**config.mk**
```make
export PLATFORM = sky130hd
export DESIGN_NAME = keyed_wdog
export DESIGN_NICKNAME = d
export VERILOG_FILES = /design/src/rtl/wdg_pkg.sv /design/src/rtl/wdg_keyseq.sv /design/src/rtl/wdg_cfg.sv /design/src/rtl/wdg_count.sv /design/src/rtl/keyed_wdog.sv
export SDC_FILE = /design/constraint.sdc
export NUM_CORES = 1
export LEC_CHECK = 0
export BUFFER_PORTS_ARGS = -buffer_cell sky130_fd_sc_hd__clkbuf_2
export CAP_MARGIN = 0
export CORE_UTILIZATION = 25
export CTS_BUF_LIST = sky130_fd_sc_hd__clkbuf_8 sky130_fd_sc_hd__clkbuf_16
export CTS_CLUSTER_DIAMETER = 100
export DETAILED_ROUTE_END_ITERATION = 16
export GPL_ROUTABILITY_DRIVEN = 0
export MAX_ROUTING_LAYER = met4
export PLACE_DENSITY_LB_ADDON = 0.1
export SLEW_MARGIN = 0
export SYNTH_ARGS = -nofsm -noshare
export SYNTH_HDL_FRONTEND = slang
export SYNTH_HIERARCHICAL = 1
export SYNTH_SLANG_ARGS = --single-unit
```
**constraint.sdc**
```tcl
create_clock -name clk -period 5.6 [get_ports clk]
set_input_delay 1.12 -clock clk [delete_from_list [all_inputs] [get_ports clk]]
set_output_delay 1.12 -clock clk [all_outputs]
set_load 0.02 [all_outputs]
```
**src/rtl/wdg_pkg.sv**
```systemverilog
// Package: shared constants and types of the keyed-access watchdog.
// Assumes a 32-bit data bus; bit positions are the ones software relies on.
package wdg_pkg;
    localparam int NSRC = 4;
    localparam int SEL_W = $clog2(NSRC);

    localparam int OFS_CTRL = 'h0;
    localparam int OFS_CNT  = 'h4;
    localparam int OFS_TOV  = 'h8;

    localparam logic [15:0] UNL_LO = 16'hC520;
    localparam logic [15:0] UNL_HI = 16'hD928;
    localparam logic [15:0] REF_LO = 16'hA602;
    localparam logic [15:0] REF_HI = 16'hB480;
    localparam logic [31:0] UNL_WORD = {UNL_HI, UNL_LO};
    localparam logic [31:0] REF_WORD = {REF_HI, REF_LO};

    localparam int B_CMD32 = 13;
    localparam int B_UNL   = 11;
    localparam int B_DONE  = 10;
    localparam int B_SEL   = 8;
    localparam int B_EN    = 7;
    localparam int B_UPD   = 5;
    localparam int B_WAIT  = 1;
    localparam int B_STOP  = 0;

    typedef struct packed {
        logic             cmd32;
        logic [SEL_W-1:0] clksel;
        logic             en;
        logic             upd;
        logic             waiten;
        logic             stopen;
    } wdg_cfg_t;
endpackage

```
**src/rtl/wdg_keyseq.sv**
```systemverilog
// Module: key detector on writes to the counter offset.
// Yields single-cycle unlock and refresh pulses; assumes cnt_wr is a one-cycle strobe.
module wdg_keyseq
    import wdg_pkg::*;
(
    input  logic        clk,
    input  logic        rst_n,
    input  logic        cnt_wr,
    input  logic [31:0] wdata,
    input  logic        cmd32,
    output logic        unl_p,
    output logic        ref_p
);
    logic pend_u, pend_r;
    logic [15:0] lo;

    assign lo = wdata[15:0];

    // Decode a completed key from the current write and the pending first half
    always_comb begin
        unl_p = 1'b0;
        ref_p = 1'b0;
        if (cnt_wr) begin
            if (cmd32) begin
                unl_p = (wdata == UNL_WORD);
                ref_p = (wdata == REF_WORD);
            end else begin
                unl_p = pend_u && (lo == UNL_HI);
                ref_p = pend_r && (lo == REF_HI);
            end
        end
    end

    // Remember which first half, if any, the last counter write carried
    always_ff @(posedge clk) begin
        if (!rst_n || cmd32) begin
            pend_u <= 1'b0;
            pend_r <= 1'b0;
        end else if (cnt_wr) begin
            pend_u <= (lo == UNL_LO);
            pend_r <= (lo == REF_LO);
        end
    end

    // a 16-bit unlock completes only right after its first half
    assert_pair_order_R3: assert property (@(posedge clk) disable iff (!rst_n)
        (unl_p && !cmd32) |-> pend_u);
    // refresh likewise needs its first half pending
    assert_ref_order_R3: assert property (@(posedge clk) disable iff (!rst_n)
        (ref_p && !cmd32) |-> pend_r);
endmodule

```
**src/rtl/wdg_cfg.sv**
```systemverilog
// Module: configuration registers, unlock window, lockout and completion flag.
// Assumes ctrl_wr and tov_wr never coincide with unl_p (one bus write per cycle).
module wdg_cfg
    import wdg_pkg::*;
#(
    parameter int TO_W    = 16,
    parameter int WIN_CYC = 128,
    parameter int TO_RST  = 1000
) (
    input  logic            clk,
    input  logic            rst_n,
    input  logic            ctrl_wr,
    input  logic            tov_wr,
    input  wdg_cfg_t        cfg_d,
    input  logic [TO_W-1:0] tov_d,
    input  logic            unl_p,
    output wdg_cfg_t        cfg_q,
    output logic [TO_W-1:0] tov_q,
    output logic            unl_q,
    output logic            done_q
);
    localparam int WIN_W = (WIN_CYC > 2) ? $clog2(WIN_CYC) : 1;
    localparam logic [WIN_W-1:0] WIN_LOAD = WIN_W'(WIN_CYC - 1);
    localparam wdg_cfg_t CFG_RST = '{cmd32: 1'b0, clksel: '0, en: 1'b0,
                                     upd: 1'b1, waiten: 1'b0, stopen: 1'b0};

    logic [WIN_W-1:0] win_q;
    logic lock_q;
    logic open_w, acc_c, acc_t;

    assign open_w = unl_p && !lock_q;
    assign acc_c  = unl_q && ctrl_wr;
    assign acc_t  = unl_q && tov_wr;

    // Open, time out or close the unlock window
    always_ff @(posedge clk) begin
        if (!rst_n) begin
            unl_q <= 1'b0;
            win_q <= '0;
        end else if (open_w) begin
            unl_q <= 1'b1;
            win_q <= WIN_LOAD;
        end else if (acc_c) begin
            unl_q <= 1'b0;
        end else if (unl_q) begin
            if (win_q == '0) unl_q <= 1'b0;
            else             win_q <= win_q - 1'b1;
        end
    end

    // Commit the control word and latch a permanent lockout when updates are forbidden
    always_ff @(posedge clk) begin
        if (!rst_n) begin
            cfg_q  <= CFG_RST;
            lock_q <= 1'b0;
        end else if (acc_c) begin
            cfg_q <= cfg_d;
            if (!cfg_d.upd) lock_q <= 1'b1;
        end
    end

    // Commit the timeout limit
    always_ff @(posedge clk) begin
        if (!rst_n)     tov_q <= TO_W'(TO_RST);
        else if (acc_t) tov_q <= tov_d;
    end

    // Track whether the last unlock has been followed by an accepted write
    always_ff @(posedge clk) begin
        if (!rst_n)                done_q <= 1'b0;
        else if (open_w)           done_q <= 1'b0;
        else if (acc_c || acc_t)   done_q <= 1'b1;
    end

    // nothing lands in the timeout or control registers while locked
    assert_locked_ignore_R5: assert property (@(posedge clk) disable iff (!rst_n)
        !unl_q |=> ($stable(tov_q) && $stable(cfg_q)));
    // a control write ends the window
    assert_close_on_ctrl_R6: assert property (@(posedge clk) disable iff (!rst_n)
        (unl_q && ctrl_wr) |=> !unl_q);
    // a fresh window starts with the completion flag low
    assert_done_cleared_R7: assert property (@(posedge clk) disable iff (!rst_n)
        $rose(unl_q) |-> !done_q);
    // once locked out and closed, the window never reopens
    assert_lockout_R8: assert property (@(posedge clk) disable iff (!rst_n)
        (lock_q && !unl_q) |=> !unl_q);
endmodule

```
**src/rtl/wdg_count.sv**
```systemverilog
// Module: tick-source select, sleep halt, counter and reset-request pulse.
// Assumes each src_tick strobe lasts one clock cycle.
module wdg_count
    import wdg_pkg::*;
#(
    parameter int TO_W = 16
) (
    input  logic             clk,
    input  logic             rst_n,
    input  logic             en,
    input  logic [SEL_W-1:0] clksel,
    input  logic             waiten,
    input  logic             stopen,
    input  logic [TO_W-1:0]  toval,
    input  logic [NSRC-1:0]  src_tick,
    input  logic             sleep_wait,
    input  logic             sleep_stop,
    input  logic             ref_p,
    output logic [TO_W-1:0]  cnt,
    output logic             rst_req
);
    logic halt, step;

    assign halt = (sleep_stop && !stopen) || (sleep_wait && !waiten);
    assign step = src_tick[clksel] && !halt;

    // Advance, clear or wrap the count and raise the reset request
    always_ff @(posedge clk) begin
        if (!rst_n) begin
            cnt     <= '0;
            rst_req <= 1'b0;
        end else begin
            rst_req <= 1'b0;
            if (!en || ref_p) begin
                cnt <= '0;
            end else if (step) begin
                if (cnt >= toval) begin
                    cnt     <= '0;
                    rst_req <= 1'b1;
                end else begin
                    cnt <= cnt + 1'b1;
                end
            end
        end
    end

    // the request cycle always sees a wrapped counter
    assert_req_wraps_R9: assert property (@(posedge clk) disable iff (!rst_n)
        rst_req |-> (cnt == '0));
    // refresh clears the count without a request
    assert_refresh_R10: assert property (@(posedge clk) disable iff (!rst_n)
        (en && ref_p) |=> ((cnt == '0) && !rst_req));
    // a halted counter keeps its value
    assert_halt_hold_R12: assert property (@(posedge clk) disable iff (!rst_n)
        (en && halt && !ref_p) |=> $stable(cnt));
    // disabled means zero
    assert_disabled_zero_R13: assert property (@(posedge clk) disable iff (!rst_n)
        !en |=> (cnt == '0));
endmodule

```
**src/rtl/keyed_wdog.sv**
```systemverilog
// Module: top of the keyed-access watchdog; decodes the register port and
// joins key detection, configuration and counting. Reads are combinational.
module keyed_wdog
    import wdg_pkg::*;
#(
    parameter int AW      = 4,
    parameter int TO_W    = 16,
    parameter int WIN_CYC = 128,
    parameter int TO_RST  = 1000
) (
    input  logic            clk,
    input  logic            rst_n,
    input  logic            bus_wr,
    input  logic [AW-1:0]   bus_addr,
    input  logic [31:0]     bus_wdata,
    output logic [31:0]     bus_rdata,
    input  logic [NSRC-1:0] src_tick,
    input  logic            sleep_wait,
    input  logic            sleep_stop,
    output logic            rst_req
);
    logic ctrl_wr, cnt_wr, tov_wr;
    logic unl_p, ref_p, unl_q, done_q;
    wdg_cfg_t cfg_d, cfg_q;
    logic [TO_W-1:0] tov_q, cnt;

    assign ctrl_wr = bus_wr && (bus_addr == AW'(OFS_CTRL));
    assign cnt_wr  = bus_wr && (bus_addr == AW'(OFS_CNT));
    assign tov_wr  = bus_wr && (bus_addr == AW'(OFS_TOV));

    assign cfg_d = '{cmd32:  bus_wdata[B_CMD32],
                     clksel: bus_wdata[B_SEL +: SEL_W],
                     en:     bus_wdata[B_EN],
                     upd:    bus_wdata[B_UPD],
                     waiten: bus_wdata[B_WAIT],
                     stopen: bus_wdata[B_STOP]};

    wdg_keyseq u_keys (
        .clk(clk), .rst_n(rst_n), .cnt_wr(cnt_wr), .wdata(bus_wdata),
        .cmd32(cfg_q.cmd32), .unl_p(unl_p), .ref_p(ref_p)
    );

    wdg_cfg #(.TO_W(TO_W), .WIN_CYC(WIN_CYC), .TO_RST(TO_RST)) u_cfg (
        .clk(clk), .rst_n(rst_n), .ctrl_wr(ctrl_wr), .tov_wr(tov_wr),
        .cfg_d(cfg_d), .tov_d(bus_wdata[TO_W-1:0]), .unl_p(unl_p),
        .cfg_q(cfg_q), .tov_q(tov_q), .unl_q(unl_q), .done_q(done_q)
    );

    wdg_count #(.TO_W(TO_W)) u_cnt (
        .clk(clk), .rst_n(rst_n), .en(cfg_q.en), .clksel(cfg_q.clksel),
        .waiten(cfg_q.waiten), .stopen(cfg_q.stopen), .toval(tov_q),
        .src_tick(src_tick), .sleep_wait(sleep_wait), .sleep_stop(sleep_stop),
        .ref_p(ref_p), .cnt(cnt), .rst_req(rst_req)
    );

    // Return the register selected by the address
    always_comb begin
        bus_rdata = '0;
        if (bus_addr == AW'(OFS_CTRL)) begin
            bus_rdata[B_CMD32]         = cfg_q.cmd32;
            bus_rdata[B_UNL]           = unl_q;
            bus_rdata[B_DONE]          = done_q;
            bus_rdata[B_SEL +: SEL_W]  = cfg_q.clksel;
            bus_rdata[B_EN]            = cfg_q.en;
            bus_rdata[B_UPD]           = cfg_q.upd;
            bus_rdata[B_WAIT]          = cfg_q.waiten;
            bus_rdata[B_STOP]          = cfg_q.stopen;
        end else if (bus_addr == AW'(OFS_CNT)) begin
            bus_rdata = 32'(cnt);
        end else if (bus_addr == AW'(OFS_TOV)) begin
            bus_rdata = 32'(tov_q);
        end
    end
endmodule

```
After elaboration in Yosys (flattened, before gate mapping)

Index checks and enable logic that the tools add are counted.

Add/sub/neg operators: 2
Reduce and logical (&&, ||, !) cells: 29
Bitwise operators: 3
Magnitude comparators: 2
Mux-type cells: 26
Equality and inequality tests: 10

Operator list:

| operator                                           | number |
|---|---|
| == test 16 bit, second input constant              | 4 |
| == test 32 bit, second input constant              | 2 |
| two-way mux 16 bit                                 | 2 |
| two-way mux 32 bit                                 | 1 |
| two-way mux 7 bit                                  | 4 |
| two-way mux 18 bit                                 | 1 |
| adder 16 x 1 -> 16 bit, second input constant      | 1 |
| greater-or-equal comparator 16 bit                 | 1 |
| two-way mux 1 bit                                  | 14 |
| logical AND 1 bit                                  | 11 |
| logical NOT 7 bit                                  | 1 |
| subtractor 7 x 1 -> 7 bit, second input constant   | 1 |
| logical NOT 1 bit                                  | 6 |
| two-way mux 5 bit                                  | 1 |
| == test 4 x 3 -> 1 bit, second input constant      | 1 |
| == test 4 bit, second input constant               | 1 |
| logical NOT 4 bit                                  | 1 |
| logical OR 1 bit                                   | 4 |
| != test 2 x 1 -> 1 bit, second input constant      | 2 |
| OR reduction 2 bit                                 | 2 |
| < comparator 2 x 3 -> 1 bit, second input constant | 1 |
| two-way mux 3 bit                                  | 1 |
| inverter 1 bit                                     | 3 |
| AND reduction 3 bit                                | 1 |
| other kinds (5)                                    | 5 |

Input bits: 45
Bits in registers: 52
Output and inout port bits: 33

Logic depth before layout (Yosys ltp)

Gate-level depths: netlist of the first run.

Depth in word-level cells: 7
Mapped depth: 10
Depth with buffers taken out: 9

Modules after synthesis

The synthesis of the first run kept the hierarchy.

Modules (own cells, without submodules):

| module     | area an instance (sq um) | times used | cells each |
|---|---|---|---|
| wdg_cfg    | 1342.5                   | 1          | 152 |
| wdg_count  | 1327.5                   | 1          | 144 |
| keyed_wdog | 454.2                    | 1          | 78 |
| wdg_keyseq | 312.8                    | 1          | 39 |

Worst setup path after synthesis of the first run

OpenSTA, ideal clock, no wires.

Kind: input to register
Start: in bus_addr[1]
End: reg u_cnt.cnt[2]
Data required time: 5453 ps
Data arrival time: 3549 ps
Slack: 1905 ps
Cell stages on the path: 10
Cell sequence: nor4b_4 -> buf_4 -> and2_1 -> or4b_4 -> nor3_1 -> nand4_1 -> a21oi_1 -> nand3b_1 -> clkbuf_1 -> a211oi_2

Cells in the longest elaborated chain, start to end: 5

RTL lines:

| what                         | RTL line         | source |
|---|---|---|
| start, declared              | keyed_wdog.sv:14 | `input logic [AW-1:0] bus_addr,` |
| == test 4 x 3 -> 1 bit       | keyed_wdog.sv:28 | `assign cnt_wr = bus_wr && (bus_addr == AW'(OFS_CNT));` |
| logical AND 1 bit            | keyed_wdog.sv:28 |  |
| via cnt_wr                   | keyed_wdog.sv:22 | `logic ctrl_wr, cnt_wr, tov_wr;` |
| two-way mux 1 bit            | wdg_keyseq.sv:23 | `if (cnt_wr) begin` |
| via ref_p                    | keyed_wdog.sv:23 | `logic unl_p, ref_p, unl_q, done_q;` |
| logical OR 1 bit             | wdg_count.sv:34  | `if (!en \|\| ref_p) begin` |
| OR reduction 2 bit (no line) | n/a              |  |
| end signal, assigned         | wdg_count.sv:41  | `cnt <= cnt + 1'b1;` |
| end, declared                | wdg_count.sv:19  | `output logic [TO_W-1:0] cnt,` |

The timed path passes the listed nets, and every way through them passes these cells.
A chain may end at the register's enable or synchronous reset.

Worst setup path after layout of the first run

Start: in bus_addr[1]
End: out bus_rdata[7]

Cells in the longest elaborated chain, start to end: 4

RTL lines:

| what                  | RTL line         | source |
|---|---|---|
| == test 4 bit         | keyed_wdog.sv:70 | `end else if (bus_addr == AW'(OFS_TOV)) begin` |
| two-way mux 16 bit    | keyed_wdog.sv:70 |  |
| two-way mux 32 bit    | keyed_wdog.sv:68 | `end else if (bus_addr == AW'(OFS_CNT)) begin` |
| two-way mux 5 bit (*) | keyed_wdog.sv:59 | `if (bus_addr == AW'(OFS_CTRL)) begin` |
| end, declared         | keyed_wdog.sv:16 | `output logic [31:0] bus_rdata,` |

Mark *: on every way between the ends. The rest lies on a longest branch, timed or not.

==> flow_summary.ini, run 1 <==
[critical_path]
critPathMaxStageDelay_ns = 0.81
crit_chain = clkbuf_2 -> nor3_2 -> o21ai_0 -> a21oi_1 -> clkbuf_2
worstPathRequired_ns = 4.48
timing.rr.end = u_cnt/cnt[1]
critPathSlowestCell = nor3_2
cpMostUsedCell = clkbuf_2
cp_max_fo = 17
r2r_start = u_cnt/cnt[0]
path_buf_inv = 2
critical_path.endpoint_type = output pin
r2r_slack_ns = 3.02
crit_type = input pin to output pin
crit_path_start_kind = input pin
worstRegToRegCells = 7
crit_family = simple AND/OR/NAND/NOR gates
worstPathArrival_ns = 2.73

[final_layout]
layout-drive-gt1-share_pct = 20.5
nets = 531
fillers = 1444
syn2layout_area_growth_pct = 15.9
fin_util_pct = 29.9
diodes = 0

[drt]
dr.first_iter.drc_count = 164
routedWlPerCell_um = 15.6
ant_nets = 0
vias = 3068
drc_errors = 0
first_pass_iters = 6
routed_wl_um = 10000
avgViaCountPerCell = 4.76

[floorplanning]
dieWidth_um = 119
die_height_um = 119
pin_count = 78
rows = 42
die_area_sq_um = 14200
initial_core_util_pct = 25.7
core_sq_um = 13300

[global_routing]
grt_pass1_vias = 2991
grt_max_degree = 36
gr-usage-all-layers_pct = 15.1
grt_pass1_wl_um = 15900
gr-total-overflow = 0
antenna_found_initial = 0

[hold_path]
worstHoldPathCells = 2
hp-class = register to register
holdPathEnd = u_keys/pend_u
min_from = u_keys/pend_u

[clock_tree]
clock_path_buffers = 2
insertion_delay_ns = 0.30
clk_pin_slew_worst_paths_ns = 0.07
htreeDepth = 2
post_cts_buffers = 0
numCtsBuffers = 5
cts_root_buf = clkbuf_16
postCtsResizedCells = 0
cts_tree = yes
postCtsHoldBufs = 0
cts.sinks = 52

[sta]
finalCritPeriodShare_pct = 68.8
setup_viol = 0
slew_viol_final = 0
worstMarginPinSlew_ns = 0.968
relSlewSlack_pct = 35.1
hold_ws_ns = 0.475
timing.fmax_ghz = 0.260
fin_tns_setup_ns = 0
finalHoldViolations = 0
min_period_ns = 3.85
fin_skew_ns = 0.00801
rsz0062_at_grt = false

[synthesis]
synth_seq_area_share_pct = 30.3
synth_top_family_by_area = simple AND/OR/NAND/NOR gates
netlist_top_cells_area = dfxtp_1 30%, nand2_1 7.0%, ha_1 6.9%
async_reset_ff_share_pct = 0
ys_ff_latch = 52
syn_inst = 413
synth_top_area_cell = dfxtp_1
synth.area.mux_share_pct = 1.82
synth-edff-count = 0
yosys_warnings = 6
synthesis.area_sq_um = 3440
synth_xor_area_share_pct = 4.59
ys_types = 61
ys.flop_type = dfxtp_1
synthAdderAreaFrac_pct = 6.92
synth.avg_cell_area_sq_um = 8.32
synth.top_cell.area_share_pct = 30.3
synth_simple_gate_area_share_pct = 27.2
synth_compound_area_share_pct = 20.9

[power]
total_power_uw = 757
p_leak_uw = 0.00155
power_density_nw_per_um2 = 190
vdd_drop_max_uv = 113

[placed_design]
port_buffers = 61
dp_hpwl_um = 7870

[flow_run]
max_cap_violations = 0

[outcome]
status = completed
-- flip-flops by register name (all words and copies together), names as in the netlist --
| name | count |
|---|---|
| u_keys/pend_u | 1 |
| u_cfg/cfg_q | 7 |
| u_cfg/lock_q | 1 |
| u_cfg/done_q | 1 |
| u_cnt/cnt | 16 |
| u_cfg/unl_q | 1 |
| u_cfg/win_q | 7 |
| u_cfg/tov_q | 16 |
| u_keys/pend_r | 1 |
| u_cnt/rst_req | 1 |
-- routing by layer --
metal | vias to the layer above | track usage (%) | routed length [um]
li1 | 1537 | - | -
met1 | 1450 | 19.4 | 4790
met2 | 73 | 24.4 | 4740
met3 | 8 | 2.49 | 388
met4 | 0 | 4.03 | 107
met5 | - | - | 0
-- cell usage after synthesis (all sizes together) (4+ instances only) --
cell / count
and2: 5
clkbuf: 7
nand2b: 7
ha: 19
nand4: 11
mux2i: 4
a211oi: 17
xor2: 6
nor3: 10
buf: 24
a22oi: 7
nor4: 5
nand2: 64
a21oi: 18
o21a: 5
xnor2: 12
nand3: 13
dfxtp: 52
inv: 23
nor2: 28
a21boi: 21
o21ai: 13
-- cell families (layout without fill, tap and decap cells) --
| family | count (synthesis) | count (layout) |
|---|---|---|
| other | 1 | 16 |
| buffers and inverters | 54 | 94 |
| muxes | 5 | 5 |
| AOI/OAI and AO/OA | 92 | 92 |
| xor gates and xnor gates | 18 | 18 |
| DFF | 52 | 52 |
| and+or+nand+nor | 172 | 172 |
| adders and majority gates | 19 | 19 |
-- power by group --
part / internal, uW / switching (uW)
Clock: 167 / 155
Combinational: 22.9 / 43.0
Sequential: 369 / 0.00000803
-- worst register-to-register path: stages, from the launching register on --
cell       delay (ns)
dfxtp_1          0.42
inv_1            0.07
ha_1             0.29
nand2b_4         0.15
a2111oi_4        0.34
o21ai_1          0.11
a2111o_1         0.75
a211oi_1         0.36
-- cell type report --
class / instances / area [sq um] / area share, %
Timing Repair Buffer: 63 / 320 / 8.04
Sequential cell: 52 / 1040 / 26.1
Tap cell: 176 / 220 / 5.53
Multi-Input combinational cell: 322 / 2170 / 54.5
Clock inverter: 3 / 21.3 / 0.534
Inverter: 23 / 86.3 / 2.17
Clock buffer: 5 / 125 / 3.14
-- how the worst max path moves through the flow --
stage | startpoint | end | slack, ns | cells past startpoint
floorplan | bus_addr[1] | u_cnt/cnt[2] | 1.90 | 10
global placement | bus_addr[1] | u_cnt/cnt[13] | 1.60 | 10
detailed placement | bus_addr[1] | u_cnt/cnt[1] | 1.52 | 10
CTS | bus_addr[1] | bus_rdata[7] | 1.74 | 5
global route | bus_addr[1] | bus_rdata[10] | 1.57 | 5
finish | bus_addr[1] | bus_rdata[7] | 1.75 | 5
-- placed cells by master, fill, tap and decap left out, types with 3 or more instances in the layout --
| master | netlist | final |
|---|---|---|
| a21boi_0 | 18 | 18 |
| xnor2_1 | 12 | 12 |
| o21ai_0 | 12 | 12 |
| clkbuf_2 | 0 | 61 |
| mux2i_1 | 4 | 4 |
| ha_1 | 19 | 19 |
| nand3b_1 | 3 | 3 |
| inv_1 | 23 | 23 |
| conb_1 | 1 | 16 |
| nor2b_1 | 3 | 3 |
| xor2_1 | 6 | 6 |
| and2_1 | 5 | 5 |
| nand4_1 | 11 | 11 |
| a211oi_1 | 7 | 7 |
| nor3_1 | 8 | 8 |
| a211oi_2 | 10 | 10 |
| dfxtp_1 | 52 | 52 |
| nand3_1 | 13 | 13 |
| o21a_1 | 5 | 5 |
| a21boi_1 | 3 | 3 |
| a21oi_1 | 17 | 17 |
| clkbuf_16 | 0 | 5 |
| nand2b_1 | 6 | 6 |
| a22oi_1 | 7 | 7 |
| nor2_1 | 28 | 28 |
| nand2_1 | 64 | 64 |
-- per-stage QoR --
step	instance area (sq um)	cells	setup slack, ns
6_report	3990	644	1.75
5_1_grt	3990	644	1.57
4_1_cts	3990	644	1.74
3_5_place_dp	3840	636	1.52
3_3_place_gp	3840	636	1.60
2_1_floorplan	3490	428	1.90
(Power assumes the default switching activity.)
==> run 2, diff against run 1 <==
--- a/config.mk
+++ b/config.mk
@@ -5,6 +5,7 @@
 export SDC_FILE = /design/constraint.sdc
 export NUM_CORES = 1
 export LEC_CHECK = 0
+export ABC_AREA = 1
 export BUFFER_PORTS_ARGS = -buffer_cell sky130_fd_sc_hd__clkbuf_2
 export CAP_MARGIN = 0
 export CORE_UTILIZATION = 25
==> constraint.sdc (replaced) <==
create_clock -name clk -period 3.2 [get_ports clk]
set_input_delay 0.64 -clock clk [delete_from_list [all_inputs] [get_ports clk]]
set_output_delay 0.64 -clock clk [all_outputs]
set_load 0.02 [all_outputs]
==> flow_summary.ini, run 2 <==
[drt]
avgViaCountPerCell = 4.49
first_pass_iters = 10
routedWlPerCell_um = 13.3
dr.first_iter.drc_count = 204
vias = 3718
routed_wl_um = 11000
drc_errors = 0
ant_nets = 0

[sta]
finalCritPeriodShare_pct = 77.7
min_period_ns = 2.49
worstMarginPinSlew_ns = 0.567
finalHoldViolations = 0
hold_ws_ns = 0.470
relSlewSlack_pct = 62.1
fin_tns_setup_ns = 0
slew_viol_final = 0
rsz0062_at_grt = false
fin_skew_ns = 0.0114
setup_viol = 0
timing.fmax_ghz = 0.402

[critical_path]
critPathSlowestCell = nand2_1
crit_path_start_kind = input pin
crit_family = simple AND/OR/NAND/NOR gates
worstPathArrival_ns = 2.72
critPathMaxStageDelay_ns = 0.34
cp_max_fo = 15
worstPathRequired_ns = 3.43
path_buf_inv = 3
critical_path.endpoint_type = register
r2r_start = u_cnt/cnt[0]
startpoint = bus_addr[2]
crit_type = input pin to register
crit_chain = clkbuf_2 -> inv_2 -> nor2_4 -> nand2_2 -> nor2_1 -> inv_2 -> nor3_2 -> nand3_1 -> nor2_2 -> nand2_1 -> a21oi_2 -> nand2_1 -> nand2_4 -> o21ai_2 -> a21oi_1

[clock_tree]
post_cts_buffers = 0
cts_root_buf = clkbuf_16
numCtsBuffers = 5
clk_pin_slew_worst_paths_ns = 0.08
cts_tree = yes
postCtsHoldBufs = 0
postCtsResizedCells = 0
htreeDepth = 2
clock_path_buffers = 2
insertion_delay_ns = 0.31
cts.sinks = 52

[synthesis]
synth_commonest_cells = 122 x nand2_1, 85 x nor2_1, 83 x nand3_1
yosys.cell_count.top_type = nand2_1
ys.flop_type = dfxtp_1
synth.avg_cell_area_sq_um = 6.48
netlist_top_cells_area = dfxtp_1 27%, nand2_1 12%, nand3_1 11%
ys_types = 37
synth_top_area_cell = dfxtp_1
synth_seq_area_share_pct = 27.4
ys_ff_latch = 52
yosys_warnings = 6
async_reset_ff_share_pct = 0
synthesis.area_sq_um = 3800
synth.top_cell.area_share_pct = 27.4
synth-edff-count = 0
syn_inst = 586

[power]
power_density_nw_per_um2 = 313
p_leak_uw = 0.00200
vdd_drop_max_uv = 189

[final_layout]
reg.largest.list = u_cfg/tov_q: 16 flops, u_cnt/cnt: 16 flops
nets = 707
layout_common_cells = 122 x nand2_1, 85 x nor2_1, 83 x nand3_1
layout-drive-gt1-share_pct = 19.4
layout_commonest_cell = nand2_1
syn2layout_area_growth_pct = 14.3
diodes = 0

[floorplanning]
core_sq_um = 14700
dieWidth_um = 125
die_height_um = 125
initial_core_util_pct = 25.9
die_area_sq_um = 15700
pin_count = 78
rows = 44

[global_routing]
gr-total-overflow = 0
grt_pass1_vias = 3645
antenna_found_initial = 0
grt_pass1_wl_um = 18200
grt_max_degree = 44
gr-usage-all-layers_pct = 15.1

[flow_run]
max_cap_violations = 0

[hold_path]
hp-class = register to register
min_from = u_cfg/lock_q

[placed_design]
dp_hpwl_um = 8580
port_buffers = 61

[outcome]
status = completed
## run 2: changes by cell type in the layout (fill, tap and decap cells not counted), moves of 7 or more
cell,before,now
a22oi_1,7,0
o21ai_0,12,20
a211oi_2,10,0
inv_1,23,68
nand2_1,64,122
a211oi_1,7,0
nand3_1,13,83
nor2_2,0,13
nor2_1,28,85
xnor2_1,12,3
a21boi_0,18,0
nor2_4,0,11
inv_2,0,10
## run 2: layout make-up
type                       count  area (sq um)
timing repair buffer          63           320
multi-input combinational    440          2290
clock inverter                 3          26.3
clock buffer                   5           125
sequential                    52          1040
fill                        1678         10400
tap                          184           230
inverter                      81           309
## run 2: logic make-up (layout without fill, tap and decap cells)
logic type,count (synthesis),after routing,synth area share (%)
adders and majority gates,19,19,6.26
DFF,52,52,27.4
AOI/OAI and AO/OA,44,44,6.06
other,1,16,0.0987
buffers and inverters,109,152,13.8
xor gates and xnor gates,9,9,2.07
and+or+nand+nor,352,352,44.4
## run 2: worst min-delay path: cells and delay by family, from the launching register on
| family | cells | cell delay [ns] |
|---|---|---|
| AOI/OAI and AO/OA | 1 | 0.07 |
| DFF | 1 | 0.30 |
| buffers and inverters | 1 | 0.06 |
## run 2: routing by layer
metal  share of wire (%)  track usage (%)
met2                  47             24.9
met5                   0                -
met1                  49             19.1
met3                 3.1             2.31
met4                 1.0             3.87
## run 2: worst paths after layout
kind	endpoint	slack, ns	cells past startpoint
setup / recovery	u_cfg/win_q[0]	0.71	15
hold / removal	u_cfg/lock_q	0.47	2
setup reg to reg	u_cnt/cnt[13]	1.39	13
hold reg to reg	u_cfg/lock_q	0.47	2
## run 2: power breakdown
part / switching [uW] / internal [uW] / total, uW
registers: 0.0000204 / 646 / 646
clock network: 281 / 296 / 577
logic: 95.0 / 39.6 / 135
total: 376 / 982 / 1360
## run 2: stage by stage
step / cell area, sq um / instances / total power (uW) / setup WS [ns] / utilization (%)
floorplan: 3860 / 601 / 756 / 0.850 / -
global placement: 4190 / 820 / 798 / 0.494 / 28.5
detailed placement: 4190 / 820 / 798 / 0.415 / 28.5
CTS: 4340 / 828 / 1380 / 0.742 / 29.6
global route: 4340 / 828 / 1420 / 0.422 / 29.6
finish: 4340 / 828 / 1360 / 0.715 / 29.6
